`src/rtl/cpuif_pkg.sv`:
```
// Package: shared constants, register kinds and the non-secure clamp
// for the CPU-interface register slice. Assumes 32-bit word addressing.
package cpuif_pkg;
    localparam int BPT_W      = 3;
    localparam int WD_PMASK   = 1;   // byte 0x04
    localparam int WD_BPT     = 2;   // byte 0x08
    localparam int WD_ALIAS   = 7;   // byte 0x1C
    localparam int WD_APR0    = 52;  // byte 0xD0

    localparam logic [BPT_W-1:0] BPT_MIN_SEC = 3'd0;
    localparam logic [BPT_W-1:0] BPT_MIN_NS  = BPT_MIN_SEC + 3'd1;

    typedef enum logic [2:0] {
        RK_NONE,
        RK_PMASK,
        RK_BPT,
        RK_ALIAS,
        RK_APR
    } reg_kind_e;

    // Raise a binary-point field to the non-secure floor.
    function automatic logic [BPT_W-1:0] bpt_floor(input logic [BPT_W-1:0] v);
        return (v < BPT_MIN_NS) ? BPT_MIN_NS : v;
    endfunction
endpackage

```
`src/rtl/cpuif_decode.sv`:
```
// Module: cpuif_decode
// Maps a byte offset onto a register kind and an active-priority index.
// Assumes offset bits [1:0] are don't-care. Purely combinational.
module cpuif_decode
    import cpuif_pkg::*;
#(
    parameter int ADDR_W = 8,
    parameter int N_APR  = 4,
    localparam int WORD_W = ADDR_W - 2,
    localparam int IDX_W  = (N_APR > 1) ? $clog2(N_APR) : 1
) (
    input  logic [ADDR_W-1:0] addr,
    output reg_kind_e         kind,
    output logic [IDX_W-1:0]  apr_idx
);
    logic [WORD_W-1:0] word;
    logic [WORD_W-1:0] apr_off;

    assign word    = addr[ADDR_W-1:2];
    assign apr_off = word - WORD_W'(WD_APR0);

    // Classify the word offset.
    always_comb begin
        kind    = RK_NONE;
        apr_idx = '0;
        if (word == WORD_W'(WD_PMASK)) begin
            kind = RK_PMASK;
        end else if (word == WORD_W'(WD_BPT)) begin
            kind = RK_BPT;
        end else if (word == WORD_W'(WD_ALIAS)) begin
            kind = RK_ALIAS;
        end else if (word >= WORD_W'(WD_APR0) &&
                     {1'b0, word} < (WORD_W+1)'(WD_APR0 + N_APR)) begin
            kind    = RK_APR;
            apr_idx = IDX_W'(apr_off);
        end
    end
endmodule

```
`src/rtl/cpuif_bpt_bank.sv`:
```
// Module: cpuif_bpt_bank
// Holds the primary and aliased binary-point copies and applies the
// banking, mirroring, clamping and read-as-zero rules. Assumes wr_bpt
// and wr_alias are never high together (they come from one decoder).
module cpuif_bpt_bank
    import cpuif_pkg::*;
#(
    parameter bit          SEC_EXT  = 1'b1,
    parameter int unsigned ARCH_REV = 2
) (
    input  logic             clk,
    input  logic             rst_n,
    input  logic             wr_bpt,
    input  logic             wr_alias,
    input  logic             nonsec,
    input  logic [BPT_W-1:0] wval,
    output logic [BPT_W-1:0] bpt_rd,
    output logic [BPT_W-1:0] alias_rd
);
    localparam bit REV2 = (ARCH_REV >= 2);

    logic [BPT_W-1:0] prim_q;
    logic [BPT_W-1:0] alias_q;
    logic [BPT_W-1:0] wfloor;

    assign wfloor = bpt_floor(wval);

    generate
        if (SEC_EXT) begin : g_banked
            // Banked update: the security flag selects the copy.
            always_ff @(posedge clk) begin
                if (!rst_n) begin
                    prim_q  <= BPT_MIN_SEC;
                    alias_q <= BPT_MIN_NS;
                end else begin
                    if (wr_bpt && !nonsec)  prim_q  <= wval;
                    if (wr_bpt && nonsec)   alias_q <= wfloor;
                    if (wr_alias && !nonsec) alias_q <= wfloor;
                end
            end
            assign bpt_rd   = nonsec ? alias_q : prim_q;
            assign alias_rd = nonsec ? '0 : alias_q;
        end else begin : g_flat
            // Single-state update: both offsets keep the copies mirrored.
            always_ff @(posedge clk) begin
                if (!rst_n) begin
                    prim_q  <= BPT_MIN_SEC;
                    alias_q <= BPT_MIN_NS;
                end else if (wr_bpt) begin
                    prim_q <= wval;
                    if (REV2) alias_q <= wval;
                end else if (wr_alias && REV2) begin
                    prim_q  <= wfloor;
                    alias_q <= wfloor;
                end
            end
            assign bpt_rd   = prim_q;
            assign alias_rd = '0;
        end
    endgenerate

    logic unused_alias;
    assign unused_alias = ^alias_q;
endmodule

```
`src/rtl/cpuif_apr_file.sv`:
```
// Module: cpuif_apr_file
// A row of N_APR full-width active-priority words with one-hot write
// selects. Assumes at most one select is high per cycle.
module cpuif_apr_file #(
    parameter int DATA_W = 32,
    parameter int N_APR  = 4
) (
    input  logic                          clk,
    input  logic                          rst_n,
    input  logic [N_APR-1:0]              wr_sel,
    input  logic [DATA_W-1:0]             wdata,
    output logic [N_APR-1:0][DATA_W-1:0]  words
);
    generate
        for (genvar k = 0; k < N_APR; k++) begin : g_word
            // Store word k on its select.
            always_ff @(posedge clk) begin
                if (!rst_n)         words[k] <= '0;
                else if (wr_sel[k]) words[k] <= wdata;
            end
        end
    endgenerate
endmodule

```
`src/rtl/cpuif_regbank.sv`:
```
// Module: cpuif_regbank (top)
// Per-CPU register slice of an interrupt CPU interface: priority mask,
// banked binary point with alias, active-priority words, registered
// read data. Assumes DATA_W >= PM_W and single-cycle strobes.
module cpuif_regbank
    import cpuif_pkg::*;
#(
    parameter int          DATA_W   = 32,
    parameter int          ADDR_W   = 8,
    parameter int          N_APR    = 4,
    parameter int          PM_W     = 8,
    parameter bit          SEC_EXT  = 1'b1,
    parameter int unsigned ARCH_REV = 2
) (
    input  logic              clk,
    input  logic              rst_n,
    input  logic              wr_en,
    input  logic              rd_en,
    input  logic [ADDR_W-1:0] addr,
    input  logic [DATA_W-1:0] wdata,
    input  logic              nonsec,
    output logic [DATA_W-1:0] rdata
);
    localparam int IDX_W = (N_APR > 1) ? $clog2(N_APR) : 1;

    reg_kind_e                  kind;
    logic [IDX_W-1:0]           apr_idx;
    logic [PM_W-1:0]            pmask_q;
    logic [BPT_W-1:0]           bpt_rd;
    logic [BPT_W-1:0]           alias_rd;
    logic [N_APR-1:0]           apr_sel;
    logic [N_APR-1:0][DATA_W-1:0] apr_words;
    logic [DATA_W-1:0]          rd_mux;

    cpuif_decode #(.ADDR_W(ADDR_W), .N_APR(N_APR)) u_dec (
        .addr    (addr),
        .kind    (kind),
        .apr_idx (apr_idx)
    );

    cpuif_bpt_bank #(.SEC_EXT(SEC_EXT), .ARCH_REV(ARCH_REV)) u_bpt (
        .clk      (clk),
        .rst_n    (rst_n),
        .wr_bpt   (wr_en && kind == RK_BPT),
        .wr_alias (wr_en && kind == RK_ALIAS),
        .nonsec   (nonsec),
        .wval     (wdata[BPT_W-1:0]),
        .bpt_rd   (bpt_rd),
        .alias_rd (alias_rd)
    );

    // One-hot write select for the active-priority words.
    always_comb begin
        apr_sel = '0;
        if (wr_en && kind == RK_APR) apr_sel[apr_idx] = 1'b1;
    end

    cpuif_apr_file #(.DATA_W(DATA_W), .N_APR(N_APR)) u_apr (
        .clk    (clk),
        .rst_n  (rst_n),
        .wr_sel (apr_sel),
        .wdata  (wdata),
        .words  (apr_words)
    );

    // Priority mask storage.
    always_ff @(posedge clk) begin
        if (!rst_n)                      pmask_q <= '0;
        else if (wr_en && kind == RK_PMASK) pmask_q <= wdata[PM_W-1:0];
    end

    // Read selection; unmapped kinds return zero.
    always_comb begin
        case (kind)
            RK_PMASK: rd_mux = DATA_W'(pmask_q);
            RK_BPT:   rd_mux = DATA_W'(bpt_rd);
            RK_ALIAS: rd_mux = DATA_W'(alias_rd);
            RK_APR:   rd_mux = apr_words[apr_idx];
            default:  rd_mux = '0;
        endcase
    end

    // Registered read data, held between reads.
    always_ff @(posedge clk) begin
        if (!rst_n)     rdata <= '0;
        else if (rd_en) rdata <= rd_mux;
    end
endmodule

```
`config.mk`:
```
export PLATFORM = sky130hd
export DESIGN_NAME = cpuif_regbank
export DESIGN_NICKNAME = d
export VERILOG_FILES = /design/src/rtl/cpuif_pkg.sv /design/src/rtl/cpuif_decode.sv /design/src/rtl/cpuif_bpt_bank.sv /design/src/rtl/cpuif_apr_file.sv /design/src/rtl/cpuif_regbank.sv
export SDC_FILE = /design/constraint.sdc
export NUM_CORES = 1
export LEC_CHECK = 0
export BUFFER_PORTS_ARGS = -buffer_cell sky130_fd_sc_hd__buf_2
export CAP_MARGIN = 15
export CORE_MARGIN = 2
export CORE_UTILIZATION = 62
export CTS_CLUSTER_DIAMETER = 150
export CTS_CLUSTER_SIZE = 25
export DETAILED_ROUTE_END_ITERATION = 10
export MAX_ROUTING_LAYER = met4
export PLACE_DENSITY = 0.81
export SLEW_MARGIN = 20
export SYNTH_ARGS = -nofsm -noshare
export SYNTH_HDL_FRONTEND = slang
export SYNTH_SLANG_ARGS = --single-unit
```
`constraint.sdc`:
```
create_clock -name clk -period 4.2 [get_ports clk]
set_clock_uncertainty 0.1 [all_clocks]
set_input_delay 0.21 -clock clk [delete_from_list [all_inputs] [get_ports clk]]
set_output_delay 0.21 -clock clk [all_outputs]
set_load 0.02 [all_outputs]
```
==> results.md <==
Outcome:
- The run finished with clean final reports.

Route:
- After the first detailed-routing iteration, the DRC count stood at 778.
- For this run, design rule violations remaining after detail routing come to 0.
- The detail-routed net length per standard cell is about 18 um.
- The number of nets still failing antenna checks after routing is 0.
- The final wirelength is just over 20000 um.
- The via density per instance is 6.22.
- The first detailed-routing pass took 6 iterations.
- For this block, the via count after detailed routing is 6996.

Power and ir drop:
- The power per standard cell area is 417 nW/um^2.
- Across the VDD grid, the largest voltage drop is 0.390 mV.
- The total power consumption of the routed design is 3.55 mW.
- In this run the static leakage power is 3.08 nW.

Yosys:
- The share of async-settable or async-resettable flops after synthesis is 0%.
- The number of distinct library cells after synthesis is 41.
- Among all flip-flop cells after synthesis, the most frequent one is dfxtp_1.
- After synthesis the cells add up to about 7000 sq um.
- The dominant cell type by area after synthesis is dfxtp_1.
- The most frequently used cell type in the post-synthesis netlist is nand2_1.
- For this run, the number of Yosys warnings is 0.
- In the post-synthesis netlist, the biggest area contributors are dfxtp_1, nand2_1, a21oi_1, nand3_1, a22o_1.
- The flip-flop and latch count after synthesis is 174.
- The mean instance size in the synthesized netlist is 7.95 sq um.
- The synthesized design contains 0 enable-type register cells.
- Counting every net in the synthesized netlist gives 952.
- The commonest cells after synthesis are nand2_1, dfxtp_1, a21oi_1.
- Synthesis produced a netlist whose cell count is 907.
- After synthesis, flip-flops and latches occupy about half of the total area.
- The area share of the leading cell type in the synthesized netlist is about half.

Setup path:
- STA classifies the critical path startpoint as an input port.
- The sort of element at the end of the critical path is a flop.
- Of all nets on the critical path, the largest fanout is 26.
- The endpoint required time on the critical path is between 4000 and 5000 ps.
- The critical path start-end classification is in2reg.
- Data on the critical path arrives at its endpoint at approximately 2600 ps.

Cells and area:
- Leaving out filler cells and counting taps, the final layout contains between 1000 and 1500.
- The ratio of cells with drive above 1 in the final layout is about 14%.
- The area added between synthesis and finish is 18.1%.
- 0 antenna diodes ended up in the layout.
- The count of nets after finishing is 1014.
- For this run, the share of the core covered by cells in the final layout is 74.9%.

Clock tree:
- Clock latency on the worst-skew pair, taken at its later pin, is 440 ps.
- The clock tree synthesis step divided the H-tree into 4 levels.
- The number of buffers inserted to repair setup after CTS is 0.
- The hold-fix buffer count after cts is 33.
- TritonCTS created 17 clock buffers.
- The number of resized instances in the post-cts repair step is 0.
- TritonCTS built the clock tree.
- The root buffer cell chosen for the clock tree is clkbuf_16.
- The clock sink total is 174.
- After clock tree synthesis, the clock-pin slew on the worst setup and hold paths is 70 ps.
- The maximum clock insertion buffer count is 2.

Floorplanning:
- The floorplan step set the die height to 112 um.
- The floorplan step defined a die boundary enclosing 12500 sq um.
- The floorplan has 39 rows.
- During I/O placement, the number of pins put on the boundary was slightly below 80.
- The area of the placeable core is 11400 sq um.
- In this run the horizontal extent of the chip is 112 um.
- The effective utilization at floorplan is between 60% and 70%.

GRT:
- The first global-routing pass estimated 33400 um of wire.
- The via count of the first global-routing pass came to 6999.
- For this run, the total global-route usage over all layers was measured as roughly a third.
- Global routing finished with a remaining overflow of 0.
- The maximum number of pins on one net before global-route repair is slightly below 100.
- The number of antenna violations at the first check in global routing is 0.

Timing:
- For the finished layout, the period the worst path requires is around 2300 ps.
- The number of endpoints with negative hold slack in the final report is 0.
- Setup violations remaining at the end of the flow were counted as 0.
- The worst pin sits at a relative slew slack of 32.4%.
- The final setup slack of the worst path is 1860 ps.
- Dividing the final minimum period by the clock period gives 55.7%.
- The final count of pins violating max slew is 0.
- Setup repair after global routing left no endpoint under its margin.
- The aggregate negative setup slack is 0 ps.
- The maximum operating frequency is 0.427 GHz.
- For the pin with the worst max-slew slack, the measured transition is 1010 ps.

Run:
- The total of max-cap violations is 0.

Place:
- Detailed placement ended at an HPWL of ~12000 um.
- Routability-driven placement finished with a final weighted congestion of roughly 0.82.
- The total of buffers placed on input and output ports is 74.
- The post-placement worst setup slack is 1510 ps.
- The number of placed instances, taps included is 1060.

Hold path:
- The class of the most critical hold timing path is in2reg.
cell usage in the layout (no fill, tap or decap), drive strengths merged, types with 2 or more instances in the layout:
cell	n
nand4	25
mux2i	12
a221oi	8
nand4b	2
a22o	27
mux4	4
nor2	12
a21oi	133
dfxtp	174
o21ai	29
and3b	5
nor3	2
nand2	276
buf	91
o211ai	3
nor4bb	3
dlygate4sd3	33
inv	2
nand3	82
nor2b	6
bufinv	5
clkinvlp	5
and3	5
clkbuf	17
and2	2
o2bb2ai	4
clkinv	5
sequential cells by signal, indices dropped and copies added (netlist names):
name,count
u_apr.words,128
rdata,32
pmask_q,8
u_bpt.alias_q,3
u_bpt.prim_q,3
worst paths after layout:
kind | cells past startpoint | start | to | slack (ps)
worst max-delay path | 7 | addr[3] | u_apr.words[83] | 1860
worst min-delay path | 3 | rd_en | rdata[7] | 70
worst max register to register | 4 | u_apr.words[98] | rdata[2] | 2810
worst min register to register | 2 | u_apr.words[39] | u_apr.words[39] | 360
critical path: stages:
cell and delay (ps):
buf_2 420, nor2b_2 230, buf_4 340, and3_1 750
buf_4 390, nand2_1 100, a21oi_1 140
per-stage QoR:
step	hold slack, ps	instance area [sq um]
finish	68.2	8520
global route	80.9	8520
CTS	51.6	8520
detailed placement	344	7540
global placement	338	7540
floorplan	182	7210
power by group:
group | switching (mW) | internal, mW | total, mW | leakage (nW)
logic | 0.119 | 0.0554 | 0.175 | 1.38
clock network | 0.665 | 1.05 | 1.72 | 0.301
registers | 0.00283 | 1.66 | 1.66 | 1.40
total | 0.787 | 2.76 | 3.55 | 3.08
cells by family after synthesis:
logic type / after synthesis / synth area share, %
flip-flops: 174 / 48.3
AO/OA/AOI/OAI: 209 / 17.2
multiplexers: 16 / 2.91
XOR/XNOR: 1 / 0.121
AND/OR/NAND/NOR: 424 / 26.1
buffers and inverters: 83 / 5.36
final cells by class:
type / count / area [sq um]
well taps: 143 / 179
multi-input cells: 650 / 3360
fillers: 836 / 2850
repair buffers: 124 / 841
clock inverters: 15 / 220
inverters: 2 / 10.0
flip-flops and latches: 174 / 3480
clock buffers: 17 / 425
per-layer routing:
metal  track usage (%)  wire, um  up-vias
met5                 -         0        -
met4              16.5       526        0
met3              7.46      1790       63
met2              55.1      9990      350
met1              40.6      8120     3333
li1                  -         -     3250
No activity file was read; power rests on OpenSTA's default activity.
